### src/rtl/bc_pkg.sv
// Package: shared code kinds and function-nibble values for the
// broadcast responder. Assumes the function sits in the top nibble.
package bc_pkg;
    typedef enum logic [1:0] {
        BC_NONE   = 2'd0,
        BC_CLASS  = 2'd1,
        BC_EMPTY  = 2'd2,
        BC_SPARSE = 2'd3
    } bc_kind_e;

    localparam logic [3:0] FN_CLASS  = 4'h1;
    localparam logic [3:0] FN_EMPTY  = 4'h2;
    localparam logic [3:0] FN_SPARSE = 4'h3;
endpackage

### src/rtl/bc_decode.sv
// Module: bc_decode
// Purely combinational. Sorts a broadcast code into a kind and reports
// whether a class broadcast hits an enabled class. Assumes that
// CODE_W - 4 >= log2(CLASS_N), so the class field fits below the nibble.
module bc_decode
    import bc_pkg::*;
#(
    parameter int CODE_W  = 8,
    parameter int CLASS_N = 4
) (
    input  logic [CODE_W-1:0]  code,
    input  logic [CLASS_N-1:0] mask,
    output bc_kind_e           kind,
    output logic               class_hit
);
    localparam int CLS_W = (CLASS_N > 1) ? $clog2(CLASS_N) : 1;

    logic [3:0]         fn;
    logic [CODE_W-5:0]  low;
    logic [CLS_W-1:0]   cls;
    logic [CLASS_N-1:0] cls_match;

    assign fn  = code[CODE_W-1 -: 4];
    assign low = code[CODE_W-5:0];
    assign cls = code[CLS_W-1:0];

    // Per-class comparator against the enable mask
    for (genvar g = 0; g < CLASS_N; g++) begin : g_cls
        assign cls_match[g] = (cls == CLS_W'(g)) && mask[g];
    end

    assign class_hit = |cls_match;

    // Kind decode; reserved bits must be zero for a valid code
    always_comb begin
        kind = BC_NONE;
        if (fn == FN_CLASS && (low >> CLS_W) == '0)
            kind = BC_CLASS;
        else if (fn == FN_EMPTY && low == '0)
            kind = BC_EMPTY;
        else if (fn == FN_SPARSE && low == '0)
            kind = BC_SPARSE;
    end
endmodule

### src/rtl/bc_class_reg.sv
// Module: bc_class_reg
// Read/write class-enable mask. Resets to zero so class broadcasts are
// ignored until software configures it.
module bc_class_reg #(
    parameter int CLASS_N = 4
) (
    input  logic               clk,
    input  logic               rst_n,
    input  logic               wr_en,
    input  logic [CLASS_N-1:0] wr_data,
    output logic [CLASS_N-1:0] mask
);
    // Mask storage with synchronous reset
    always_ff @(posedge clk) begin
        if (!rst_n)
            mask <= '0;
        else if (wr_en)
            mask <= wr_data;
    end
endmodule

### src/rtl/bc_tpin_ctrl.sv
// Module: bc_tpin_ctrl
// Holds the selection and scan state for one address phase and drives
// the registered T-pin. Assumes the code is valid on the cycle the phase
// opens (addr_start) and that the read strobe comes later in the phase.
module bc_tpin_ctrl
    import bc_pkg::*;
#(
    parameter int WC_W = 12
) (
    input  logic            clk,
    input  logic            rst_n,
    input  logic            addr_valid,
    input  logic            addr_start,
    input  logic            bcast,
    input  logic            geo_hit,
    input  bc_kind_e        kind,
    input  logic            class_hit,
    input  logic            rd_strobe,
    input  logic            buf_empty,
    input  logic [WC_W-1:0] word_count,
    input  logic            lne_pulse,
    output logic            selected,
    output logic            tpin
);
    bc_kind_e scan_q;
    logic     answered_q;
    logic     lne_seen_q;
    logic     sel_next;
    logic     scan_cond;

    // Selection decision taken when the address phase opens
    always_comb begin
        if (!bcast)
            sel_next = geo_hit;
        else begin
            unique case (kind)
                BC_CLASS:            sel_next = class_hit;
                BC_EMPTY, BC_SPARSE: sel_next = 1'b1;
                default:             sel_next = 1'b0;
            endcase
        end
    end

    // Value the T-pin takes on the first read of a scan
    always_comb begin
        unique case (scan_q)
            BC_EMPTY:  scan_cond = buf_empty;
            BC_SPARSE: scan_cond = lne_seen_q && (word_count != WC_W'(1));
            default:   scan_cond = 1'b0;
        endcase
    end

    // Remembers whether any load-next-event has run since reset
    always_ff @(posedge clk) begin
        if (!rst_n)
            lne_seen_q <= 1'b0;
        else if (lne_pulse)
            lne_seen_q <= 1'b1;
    end

    // Per-phase selection, scan kind and T-pin state
    always_ff @(posedge clk) begin
        if (!rst_n || !addr_valid) begin
            selected   <= 1'b0;
            scan_q     <= BC_NONE;
            answered_q <= 1'b0;
            tpin       <= 1'b0;
        end else if (addr_start) begin
            selected   <= sel_next;
            scan_q     <= (bcast && (kind == BC_EMPTY || kind == BC_SPARSE)) ? kind : BC_NONE;
            answered_q <= 1'b0;
            tpin       <= 1'b0;
        end else if (rd_strobe && !answered_q && scan_q != BC_NONE) begin
            answered_q <= 1'b1;
            tpin       <= scan_cond;
        end
    end
endmodule

### src/rtl/bc_responder.sv
// Module: bc_responder (top)
// Broadcast class and scan responder. Detects the opening of each address
// phase, decodes the broadcast code against the class mask and drives the
// selection flag and the T-pin. Assumes addr_valid drops between phases.
module bc_responder
    import bc_pkg::*;
#(
    parameter int CODE_W  = 8,
    parameter int CLASS_N = 4,
    parameter int WC_W    = 12
) (
    input  logic               clk,
    input  logic               rst_n,
    input  logic               addr_valid,
    input  logic               bcast,
    input  logic [CODE_W-1:0]  bcast_code,
    input  logic               geo_hit,
    input  logic               rd_strobe,
    input  logic               reg_wr_en,
    input  logic [CLASS_N-1:0] reg_wr_data,
    output logic [CLASS_N-1:0] reg_rd_data,
    input  logic               buf_empty,
    input  logic [WC_W-1:0]    word_count,
    input  logic               lne_pulse,
    output logic               selected,
    output logic               tpin
);
    logic     addr_q;
    logic     addr_start;
    bc_kind_e kind;
    logic     class_hit;

    // Previous address-phase level for edge detection
    always_ff @(posedge clk) begin
        if (!rst_n)
            addr_q <= 1'b0;
        else
            addr_q <= addr_valid;
    end

    assign addr_start = addr_valid && !addr_q;

    bc_class_reg #(.CLASS_N(CLASS_N)) u_mask (
        .clk     (clk),
        .rst_n   (rst_n),
        .wr_en   (reg_wr_en),
        .wr_data (reg_wr_data),
        .mask    (reg_rd_data)
    );

    bc_decode #(.CODE_W(CODE_W), .CLASS_N(CLASS_N)) u_dec (
        .code      (bcast_code),
        .mask      (reg_rd_data),
        .kind      (kind),
        .class_hit (class_hit)
    );

    bc_tpin_ctrl #(.WC_W(WC_W)) u_ctrl (
        .clk        (clk),
        .rst_n      (rst_n),
        .addr_valid (addr_valid),
        .addr_start (addr_start),
        .bcast      (bcast),
        .geo_hit    (geo_hit),
        .kind       (kind),
        .class_hit  (class_hit),
        .rd_strobe  (rd_strobe),
        .buf_empty  (buf_empty),
        .word_count (word_count),
        .lne_pulse  (lne_pulse),
        .selected   (selected),
        .tpin       (tpin)
    );
endmodule

### config.mk
export PLATFORM = sky130hd
export DESIGN_NAME = bc_responder
export DESIGN_NICKNAME = d
export VERILOG_FILES = /design/src/rtl/bc_pkg.sv /design/src/rtl/bc_decode.sv /design/src/rtl/bc_class_reg.sv /design/src/rtl/bc_tpin_ctrl.sv /design/src/rtl/bc_responder.sv
export SDC_FILE = /design/constraint.sdc
export NUM_CORES = 1
export LEC_CHECK = 0
export BUFFER_PORTS_ARGS = -buffer_cell sky130_fd_sc_hd__buf_2
export CELL_PAD_IN_SITES_DETAIL_PLACEMENT = 0
export CELL_PAD_IN_SITES_GLOBAL_PLACEMENT = 1
export CORE_MARGIN = 2
export CORE_UTILIZATION = 27
export DETAILED_ROUTE_END_ITERATION = 16
export PLACE_DENSITY_LB_ADDON = 0.1
export SLEW_MARGIN = 30
export SYNTH_ARGS = -nofsm -noshare
export SYNTH_HDL_FRONTEND = slang
export SYNTH_SLANG_ARGS = --single-unit
### constraint.sdc
create_clock -name clk -period 2.45 [get_ports clk]
set_input_delay 0 -clock clk [delete_from_list [all_inputs] [get_ports clk]]
set_output_delay 0 -clock clk [all_outputs]
set_load 0.01 [all_outputs]
* Word-level counts from Yosys, hierarchy flattened
Index checks and enable logic that the tools add are counted.
** Storage, ports and cells
- Bits in registers :: 11
- Bits of input ports :: 33
- Output and inout port bits :: 6
- Word-level logic and storage cells :: 51
** Operators by class
- Multiplexer cells :: 7
- Eq/ne operators :: 12
- Reduce and logical (&&, ||, !) cells :: 25
** Operators with widths (number)
- $eq A2 B2 Y1 const B :: 6
- $logic_and A1 B1 Y1 :: 12
- $ne A12 B1 Y1 const B :: 1
- $eq A4 B2 Y1 const B :: 2
- $logic_not A4 Y1 :: 2
- $mux W2 :: 4
- $eq A2 B1 Y1 const B :: 2
- $eq A4 B1 Y1 const B :: 1
- $logic_not A1 Y1 :: 4
- $pmux W1 S2 :: 2
- $reduce_or A2 Y1 :: 2
- $reduce_or A4 Y1 :: 1
- $logic_not A2 Y1 :: 1
- $logic_or A1 B1 Y1 :: 2
- $reduce_bool A2 Y1 :: 1
- $mux W1 :: 1

* Longest topological paths before layout
Gate-level depths: netlist (run 1).
- Depth after elaboration :: 9
- Mapped depth :: 4
- Depth with buffers taken out :: 4

* Cells and area by module
A second synthesis (run 1) with hierarchy kept.
** Second synthesis, totals
- Cell total of the unflattened synthesis :: 57
- Area total of the unflattened synthesis :: 548.0 um2
** By module, submodules not included
- bc_tpin_ctrl :: area each 301.5 um2, instances 1, sequential area each 120.1 um2, cells an instance 35
- bc_class_reg :: area each 156.4 um2, instances 1, sequential area each 80.1 um2, cells an instance 13
- bc_decode :: area each 50.0 um2, instances 1, sequential area each 0.0 um2, cells an instance 6
- bc_responder :: area each 40.0 um2, instances 1, sequential area each 20.0 um2, cells an instance 3

* Worst setup path after synthesis (run 1)
Ideal clock, no wire load.
- Path type :: reg2reg
- Start point :: reg u_mask.mask[1]
- End point :: reg u_ctrl.selected
- Path buffers :: 0
- Data required time :: 2.380 ns
- Library setup time :: 0.070 ns
- Clock period less this slack :: 0.963 ns
- Data arrival time :: 0.893 ns
- Setup slack :: 1.487 ns
- Stages on the path, launching flop included :: 5
- Path through :: dfxtp_1 > nand3b_1 > a211oi_1 > o31ai_1 > a21oi_1
** On the way
- Word-level cells in the longest chain between the ends :: 4
** Ends and longest elaborated chain
- from (decl) :: RTL line bc_class_reg.sv:11 : output logic [CLASS_N-1:0] mask
- from (signal assigned) :: RTL line bc_class_reg.sv:18 : mask <= wr_data;
- $logic_and A1 B1 Y1 :: RTL line bc_decode.sv:29 : assign cls_match[g] = (cls == CLS_W'(g)) && mask[g];
- $reduce_or A4 Y1 :: RTL line bc_decode.sv:32 : assign class_hit = |cls_match;
- $pmux W1 S2 :: RTL line bc_tpin_ctrl.sv:36 : unique case (kind)
- $mux W1 :: RTL line bc_tpin_ctrl.sv:33 : if (!bcast)
- to (signal assigned) :: RTL line bc_tpin_ctrl.sv:69 : selected <= sel_next;
- to (decl) :: RTL line bc_tpin_ctrl.sv:22 : output logic selected,
No other way between the ends.
A chain may end at the register's enable or synchronous reset.

* Final worst setup path (run 1)
Same ends and word-level chain as after synthesis.

==> results of run 1 <==
==> cells by family (layout without fill, tap and decap cells) <==
family / count (synthesis) / count (layout) / share of synthesized area [%]
multiplexers: 5 / 5 / 9.639
AO/OA/AOI/OAI: 12 / 12 / 14.22
flip-flops: 11 / 11 / 42.41
AND/OR/NAND/NOR: 25 / 25 / 30.12
buffers and inverters: 5 / 52 / 3.613
==> per-stage QoR <==
step	util [%]	hold slack [ns]	area, um^2	total power [W]	instances
4_1_cts	46.67	0.009345	823.3	0.0003877	130
2_1_floorplan	-	0.1102	519.2	0.0002173	58
3_5_place_dp	41.77	0.2014	737.0	0.0002548	120
3_3_place_gp	41.77	0.1954	737.0	0.0002541	120
5_1_grt	46.67	0.005784	823.3	0.0004068	130
6_report	46.67	0.01273	823.3	0.0003784	130
==> placed cells by master, fill, tap and decap left out, drive strengths merged <==
| cell type | instances |
|---|---|
| nand2 | 3 |
| nand3b | 1 |
| mux2i | 5 |
| a211oi | 1 |
| nor3b | 1 |
| dfxtp | 11 |
| o21ai | 4 |
| a21oi | 2 |
| nand2b | 2 |
| dlygate4sd3 | 6 |
| o22ai | 1 |
| clkbuf | 4 |
| inv | 4 |
| nor4b | 1 |
| nor2b | 5 |
| and2 | 1 |
| nand4 | 1 |
| nor4 | 3 |
| nand3 | 2 |
| o21a | 1 |
| o311ai | 1 |
| nor3 | 2 |
| a31oi | 1 |
| nor2 | 3 |
| buf | 38 |
| o31ai | 1 |
==> worst min-delay path, stage by stage <==
cell and delay, ns:
buf_2 0.07, mux2i_1 0.06, nor2b_1 0.11
==> final timing paths <==
check                                                    start                             end  slack [ns]  cells after the start
worst max-delay path               u_mask.mask[1]$_SDFFE_PN0P_    u_ctrl.selected$_SDFFE_PP0P_        1.47                      4
worst min-delay path                            reg_wr_data[1]     u_mask.mask[1]$_SDFFE_PN0P_        0.01                      3
worst max register to register     u_mask.mask[1]$_SDFFE_PN0P_    u_ctrl.selected$_SDFFE_PP0P_        1.47                      4
worst min register to register  u_ctrl.answered_q$_SDFFE_PP0P_  u_ctrl.answered_q$_SDFFE_PP0P_        0.45                      2
==> per-layer routing <==
| metal | up-vias | GRT usage, % | wire length [um] |
|---|---|---|---|
| li1 | 304 | - | - |
| met1 | 254 | 14.35 | 551 |
| met2 | 18 | 20.00 | 680 |
| met3 | 2 | 6.792 | 71 |
| met4 | 0 | 6.486 | 14 |
| met5 | - | 0 | 0 |
==> cells in the mapped netlist, drive strengths merged (2+ instances only) <==
| cell | count | area [um^2] |
|---|---|---|
| inv | 4 | 15.01 |
| nor2b | 5 | 31.28 |
| mux2i | 5 | 50.05 |
| nor3 | 2 | 10.01 |
| nor2 | 3 | 11.26 |
| o21ai | 4 | 20.02 |
| nand2b | 2 | 12.51 |
| a21oi | 2 | 10.01 |
| nor4 | 3 | 33.78 |
| dfxtp | 11 | 220.2 |
| nand2 | 3 | 11.26 |
| nand3 | 2 | 10.01 |
==> sequential cells by signal, summed over array words and instances, names as in the netlist <==
| name | count |
|---|---|
| u_mask.mask | 4 |
| u_ctrl.scan_q | 2 |
| addr_q | 1 |
| u_ctrl.answered_q | 1 |
| u_ctrl.lne_seen_q | 1 |
| u_ctrl.selected | 1 |
| u_ctrl.tpin | 1 |
==> timing repair <==
item | 4_1_cts | 5_1_grt
hold buffers | 6 | 0
buffers inserted | 0 | 0
hold endpoints to repair | 6 | 0
==> power groups by stage <==
| stage | clock [W] | sequential, W | combinational, W |
|---|---|---|---|
| 3_5_place_dp | 0 | 0.000195 | 0.0000602 |
| 5_1_grt | 0.000141 | 0.000192 | 0.0000743 |
| 3_3_place_gp | 0 | 0.000194 | 0.0000599 |
| 2_1_floorplan | 0 | 0.000196 | 0.0000210 |
| 4_1_cts | 0.000129 | 0.000191 | 0.0000677 |
| 6_report | 0.000121 | 0.000191 | 0.0000666 |
==> layout make-up <==
class / count / area [um^2] / area share [%]
Sequential cell: 11 / 220.2 / 26.75
Inverter: 4 / 15.01 / 1.824
Clock buffer: 4 / 26.28 / 3.191
Timing Repair Buffer: 44 / 250.2 / 30.40
Multi-Input combinational cell: 42 / 280.3 / 34.04
Tap cell: 25 / 31.28 / 3.799
==> impl_metrics.py, run 1 <==
metrics = {
    "critical_path": {
        "worstPathCellList": "nand3b_1 > a211oi_1 > o31ai_1 > a21oi_1",
        "crit_buf_inv": 0,
        "crit_path_max_incr_delay_ns": 0.36,
        "cp_max_fo": 3,
        "arrival_ns": 1.18,
        "crit_family": "compound AO/OA/AOI/OAI gates",
        "criticalPathCategory": "reg -> reg",
        "crit_slowest_cell": "dfxtp_1",
        "endpoint_kind": "register",
        "required_ns": 2.65,
        "start_kind": "register",
    },
    "global_routing": {
        "antenna_found_initial": 0,
        "grt_pass1_vias": 484,
        "grt_max_degree": 8,
        "track_usage_pct": 12.89,
        "grt-ovfl-total": 0,
        "grt_first_pass_wirelength_um": 1932,
    },
    "sta": {
        "clock.fmax_ghz": 1.022,
        "clock_skew_ns": 0.001411,
        "period_share_pct": 39.93,
        "hold_violations": 0,
        "report.final.slew_viol_count": 0,
        "layout_min_cycle_time_ns": 0.9782,
        "worst_pin_slew_ns": 0.3494,
        "setup_viol": 0,
        "fin_ws_ns": 1.472,
        "relSlewSlack_pct": 76.41,
        "setup-tns-final_ns": 0,
        "rsz0062_at_grt": "false",
    },
    "power_and_ir_drop": {
        "intPower_w": 0.0002888,
        "swShare_pct": 23.68,
        "power.switching_w": 0.00008958,
        "peakVddDrop_v": 0.0003083,
        "p_comb_share_pct": 17.6,
        "power_frac_clock_pct": 32.0,
        "seqPwrFrac_pct": 50.4,
        "power.density_mw_per_mm2": 459.6,
        "p_leak_nw": 0.3749,
    },
    "synth": {
        "syn_nets": 91,
        "syn_area_um2": 519.2,
        "synthArstFlopShare_pct": 0,
        "synth_ff_type": "dfxtp_1",
        "synth-edff-count": 0,
        "ys_types": 25,
        "syn_area_per_cell_um2": 8.953,
        "synth_cells": 58,
        "ys_warn_count": 0,
        "yosysSeqAreaShare_pct": 42.41,
        "ys_seq_elements": 11,
    },
    "clocking": {
        "cts.sinks": 11,
        "insertion_delay_ns": 0.26,
        "cts_inserted_buffers": 3,
        "htree_levels": 1,
        "clockBufferDepth": 2,
        "clock-root-buffer": "clkbuf_4",
        "cts_tree": "built",
        "cts.repair.resized": 0,
        "path_clk_slew_ns": 0.07,
    },
    "layout": {
        "drive_above_1_share_pct": 40.00,
        "fillCellCount": 199,
        "syn2layout_area_growth_pct": 58.55,
        "final_nets": 139,
        "diodes": 0,
    },
    "place": {
        "hpwlAfterDp_um": 1060,
        "portBuffers": 38,
        "gp_congestion": 0.7104,
        "place_worst_setup_slack_ns": 1.486,
    },
    "route": {
        "first_pass_iters": 2,
        "postRouteAntennaNets": 0,
        "viasPerCell": 4.446,
        "drt_iter0_markers": 6,
        "drcViolationCount": 0,
        "num_vias": 578,
        "wire_per_inst_um": 10.14,
        "totalWireLength_um": 1318,
    },
    "worst_hold_path": {
        "worstHoldPathType": "in -> reg",
    },
    "floorplan": {
        "dieHeight_um": 47.86,
        "core_mm2": 0.001764,
        "die_w_um": 47.86,
        "io_pins": 39,
        "rows": 15,
        "start_util_pct": 29.43,
        "die_area_mm2": 0.002290,
    },
    "job": {
        "drv_cap": 0,
    },
    "outcome": {
        "status": "finished clean",
    },
}
(Power assumes the default switching activity.)
==> run 2, diff against run 1 <==
CORE_UTILIZATION = 25   (was 27)
clock period = 0.95 ns   (was 2.45 ns; I/O delays follow)
==> run 2 against run 1 <==
Against the previous run:
- non-clock buffer count rose by 4
- combinational power rose to 2.9 times the previous value
- first-iteration DRC count fell by 17%
- sequential cell count did not move
- worst hold slack improved by 0.00079 ns
- cell area rose by 5.8%
- register-to-register slack got worse by 1.5 ns
- wire length rose by 2.7%
- global-route usage fell by 1.1 points
- critical endpoint unchanged
- sequential share of layout area fell by 1.2 points
- clock skew rose by 0.00080 ns
==> impl_metrics.py, run 2 (synthesis gave the netlist of run 1 again) <==
metrics = {
    "outcome": {
        "status": "finished clean",
    },
    "layout": {
        "drive_above_1_share_pct": 45.87,
        "final_nets": 143,
        "largest_reg_flops": 4,
        "top_regs": "u_mask.mask: 4 flops, u_ctrl.scan_q: 2 flops",
        "diodes": 0,
        "finish.utilization_pct": 44.39,
        "final_common_cell": "buf_2",
        "syn2layout_area_growth_pct": 67.71,
        "mostFrequentLayoutCells": "buf_2 (38), dfxtp_1 (9), dlygate4sd3_1 (7)",
        "final_cell_area_um2": 870.8,
        "top_register": "u_mask.mask",
        "fillCellCount": 225,
    },
    "critical_path": {
        "start_kind": "register",
        "crit_family": "flip-flops",
        "crit_cells": 4,
        "required_ns": 1.10,
        "reg2reg_depth": 4,
        "cp_max_fo": 2,
        "crit_buf_inv": 0,
        "r2r_setup_slack_ns": 0.02,
        "worstPathCellList": "mux2i_1 > nor3_1 > o31ai_1 > a21oi_1",
        "criticalPathCategory": "reg -> reg",
        "crit_path_max_incr_delay_ns": 0.32,
        "arrival_ns": 1.09,
        "endpoint_kind": "register",
        "crit_slowest_cell": "dfxtp_2",
    },
    "sta": {
        "report.final.slew_viol_count": 0,
        "setup_viol": 0,
        "setup-tns-final_ns": 0,
        "rsz0062_at_grt": "true",
        "clock_skew_ns": 0.002210,
        "whs_ns": 0.01352,
        "clock.fmax_ghz": 1.071,
        "relSlewSlack_pct": 79.88,
        "period_share_pct": 98.29,
        "layout_min_cycle_time_ns": 0.9337,
        "hold_violations": 0,
        "worst_pin_slew_ns": 0.2971,
    },
    "clocking": {
        "cts_tree": "built",
        "path_clk_slew_ns": 0.07,
        "insertion_delay_ns": 0.27,
        "htree_levels": 1,
        "clockBufferDepth": 2,
        "clock-root-buffer": "clkbuf_4",
        "cts.sinks": 11,
        "cts_inserted_buffers": 3,
    },
    "power_and_ir_drop": {
        "power.density_mw_per_mm2": 1152,
        "finalPower_w": 0.001004,
        "p_comb_share_pct": 19.1,
        "peakVddDrop_v": 0.0005828,
        "seqPwrFrac_pct": 48.9,
        "power.switching_w": 0.0002449,
        "p_leak_nw": 0.3975,
        "power_frac_clock_pct": 32.0,
        "intPower_w": 0.0007587,
        "swShare_pct": 24.40,
    },
    "worst_hold_path": {
        "worstHoldPathType": "in -> reg",
        "hold_depth": 3,
    },
    "global_routing": {
        "grt_pass1_vias": 520,
        "grt-ovfl-total": 0,
        "track_usage_pct": 11.75,
        "antenna_found_initial": 0,
        "grt_first_pass_wirelength_um": 2221,
        "grt_max_degree": 8,
    },
    "floorplan": {
        "start_util_pct": 26.47,
        "dieHeight_um": 49.58,
        "rows": 16,
        "die_w_um": 49.58,
        "core_mm2": 0.001962,
        "die_area_mm2": 0.002458,
        "io_pins": 39,
    },
    "route": {
        "drcViolationCount": 0,
        "totalWireLength_um": 1354,
        "first_pass_iters": 3,
        "wire_per_inst_um": 9.956,
        "drt_iter0_markers": 5,
        "postRouteAntennaNets": 0,
        "viasPerCell": 4.441,
        "num_vias": 604,
    },
    "job": {
        "drv_cap": 0,
    },
    "place": {
        "portBuffers": 38,
        "placed_area_um2": 755.7,
        "gp_congestion": 0.7419,
        "hpwlAfterDp_um": 1070,
    },
}
run 2: changes by cell type in the layout (fill, tap and decap cells not counted), sizes merged:
cell,delta
dlygate4sd3,+1
buf,+3
run 2: layout make-up:
type                       instances  area, um^2  area share, %
timing repair buffer              48       282.8          32.47
multi-input combinational         42       290.3          33.33
clock buffer                       4       26.28          3.017
sequential                        11       222.7          25.57
inverter                           4       15.01          1.724
tap                               27       33.78          3.879
run 2: tightest hold or removal path: stages:
cell	delay (ns)
buf_2	0.09
inv_1	0.06
o22ai_1	0.10
run 2: final timing paths:
check                                       from                              to
hold / removal                     bcast_code[4]   u_ctrl.scan_q[0]$_SDFFE_PP0P_
hold reg to reg   u_ctrl.answered_q$_SDFFE_PP0P_  u_ctrl.answered_q$_SDFFE_PP0P_
setup / recovery     u_mask.mask[3]$_SDFFE_PN0P_    u_ctrl.selected$_SDFFE_PP0P_
setup reg to reg     u_mask.mask[3]$_SDFFE_PN0P_    u_ctrl.selected$_SDFFE_PP0P_
run 2: per-stage QoR:
stage	setup slack [ns]	std cells
global route	-0.07485	136
CTS	0.001393	136
floorplan	0.01751	58
finish	0.01626	136
global placement	0.005842	124
detailed placement	-0.003604	124
run 2: routing by layer:
layer  track usage, %  vias to the layer above  wire (um)
li1                 -                      313          -
met1            13.99                      272        607
met2            19.11                       17        657
met3            5.455                        2         79
met4            2.778                        0         10
met5                0                        -          0
run 2: power groups by stage:
stage,registers [W],clock network [W],logic [W]
3_5_place_dp,0.000501,0,0.000163
2_1_floorplan,0.000507,0,0.0000541
6_report,0.000491,0.000321,0.000192
3_3_place_gp,0.000501,0,0.000162
4_1_cts,0.000490,0.000342,0.000191
5_1_grt,0.000494,0.000373,0.000213
run 2: timing repair:
item | CTS | global route
resized for setup | 1 | 4
buffers inserted | 1 | 0
pin swaps | 1 | 1
endpoints found under the hold margin | 7 | 0
endpoints found under the setup margin | 1 | 3
gates cloned | 0 | 0
hold buffers | 7 | 0
==> run 3, diff against run 2 <==
BUFFER_PORTS_ARGS = -buffer_cell sky130_fd_sc_hd__buf_4   (was -buffer_cell sky130_fd_sc_hd__buf_2)
PLACE_DENSITY = 0.75   (was not set)
PLACE_DENSITY_LB_ADDON = not set   (was 0.1)
==> run 3 against run 2 <==
Against the previous run:
- the flow now finishes with violations (negative setup slack)
- maximum frequency down 2.0%
- clock power is 4% lower
- total power is 3.3% higher
- sequential share of layout area down 2.5 points
- setup slack worse by 0.019 ns
- critical path type unchanged
- largest power group unchanged
==> impl_metrics.py, run 3 (synthesis gave the netlist of run 1 again) <==
metrics = {
    "outcome": {
        "status": "finished, violations left",
        "violations": "negative setup slack",
    },
    "layout": {
        "syn2layout_area_growth_pct": 86.75,
        "diodes": 0,
        "drive_above_1_share_pct": 44.55,
        "fillCellCount": 212,
        "top_regs": "u_mask.mask: 4 flops, u_ctrl.scan_q: 2 flops",
        "mostFrequentLayoutCells": "buf_4 (41), dfxtp_1 (8), dlygate4sd3_1 (8)",
        "finish.utilization_pct": 49.43,
        "final_cell_area_um2": 969.7,
        "final_cells": 137,
        "final_nets": 144,
        "top_register": "u_mask.mask",
        "regArea_um2": 224.0,
        "final_common_cell": "buf_4",
        "multi_input_area_um2": 282.8,
        "largest_reg_flops": 4,
    },
    "critical_path": {
        "criticalPathCategory": "reg -> reg",
        "cp_max_fo": 2,
        "worstPathCellList": "mux2i_1 > nor3_1 > o31ai_1 > a21oi_1",
        "endpoint_kind": "register",
        "crit_path_max_incr_delay_ns": 0.31,
        "required_ns": 1.09,
        "arrival_ns": 1.09,
        "crit_slowest_cell": "dfxtp_1",
        "start_kind": "register",
    },
    "sta": {
        "fin_ws_ns": -0.002663,
        "clock.fmax_ghz": 1.050,
        "report.final.slew_viol_count": 0,
        "worst_pin_slew_ns": 0.3354,
        "period_share_pct": 100.3,
        "clock_skew_ns": 0.001443,
        "layout_min_cycle_time_ns": 0.9527,
        "rsz0062_at_grt": "true",
        "setup_viol": 1,
        "hold_violations": 0,
        "setup-tns-final_ns": -0.002663,
        "relSlewSlack_pct": 77.36,
    },
    "clocking": {
        "htree_levels": 1,
        "cts.sinks": 11,
        "insertion_delay_ns": 0.26,
        "cts_tree": "built",
        "clockBufferDepth": 2,
        "cts_inserted_buffers": 3,
        "clock-root-buffer": "clkbuf_4",
        "path_clk_slew_ns": 0.07,
    },
    "worst_hold_path": {
        "worstHoldPathType": "in -> reg",
    },
    "floorplan": {
        "die_area_mm2": 0.002458,
        "rows": 16,
        "dieHeight_um": 49.58,
        "core_mm2": 0.001962,
        "start_util_pct": 26.47,
        "die_w_um": 49.58,
        "io_pins": 39,
    },
    "global_routing": {
        "grt_first_pass_wirelength_um": 2263,
        "grt_max_degree": 7,
        "track_usage_pct": 11.74,
        "grt_pass1_vias": 557,
        "antenna_found_initial": 0,
        "grt-ovfl-total": 0,
    },
    "power_and_ir_drop": {
        "power.density_mw_per_mm2": 1069,
        "peakVddDrop_v": 0.0006145,
        "p_leak_nw": 0.4299,
    },
    "place": {
        "gp_congestion": 0.6591,
        "hpwlAfterDp_um": 1083,
        "portBuffers": 38,
        "placed_cells": 125,
        "placed_area_um2": 858.3,
    },
    "route": {
        "num_vias": 600,
        "totalWireLength_um": 1367,
        "first_pass_iters": 4,
        "drt_iter0_markers": 6,
        "drcViolationCount": 0,
        "viasPerCell": 4.380,
        "postRouteAntennaNets": 0,
        "wire_per_inst_um": 9.978,
    },
    "job": {
        "drv_cap": 0,
    },
}
run 3: repair_timing:
action | CTS | global route
setup buffers | 0 | 0
hold buffers | 8 | 0
gates resized for setup | 1 | 2
hold endpoints to repair | 5 | 0
endpoints found under the setup margin | 1 | 2
pin swaps | 2 | 0
run 3: worst paths after layout:
path,start,to,slack (ns),cells after the start
max,u_mask.mask[3]$_SDFFE_PN0P_,u_ctrl.selected$_SDFFE_PP0P_,-0.003,4
min,addr_valid,addr_q$_SDFF_PN0_,0.006,2
max reg2reg,u_mask.mask[3]$_SDFFE_PN0P_,u_ctrl.selected$_SDFFE_PP0P_,-0.003,4
min reg2reg,u_ctrl.answered_q$_SDFFE_PP0P_,u_ctrl.answered_q$_SDFFE_PP0P_,0.46,2
run 3: worst max-delay path: cells and delay by family (launching register included):
kind | cells | cell delay [ns]
AOI/OAI and AO/OA | 2 | 0.32
muxes | 1 | 0.13
and+or+nand+nor | 1 | 0.07
DFF | 1 | 0.31
run 3: through the flow:
step | power [W] | setup slack (ns) | hold WS [ns]
CTS | 0.001053 | 0.002078 | 0.001525
global placement | 0.0007086 | 0.02170 | 0.1962
detailed placement | 0.0007117 | -0.01333 | 0.2006
global route | 0.001095 | -0.08797 | 0.001565
floorplan | 0.0005610 | 0.01751 | 0.1102
finish | 0.001037 | -0.002663 | 0.006182
run 3: layout make-up:
cell class / instances / share of cell area [%]
repair buffers: 49 / 40.00
multi-input cells: 42 / 29.16
flip-flops and latches: 11 / 23.10
well taps: 27 / 3.484
clock buffers: 4 / 2.710
inverters: 4 / 1.548
run 3: routing by layer:
| layer | track usage (%) | up-vias | share of wire (%) |
|---|---|---|---|
| met3 | 5.758 | 0 | 7.5 |
| met5 | 0 | - | 0 |
| li1 | - | 314 | - |
| met2 | 19.33 | 21 | 50 |
| met4 | 1.389 | 0 | 0 |
| met1 | 14.13 | 265 | 42 |
run 3: where the power goes:
part           internal [W]  switching [W]
combinational      0.000161      0.0000758
sequential         0.000480      0.0000103
clock              0.000162       0.000147
total              0.000803       0.000233
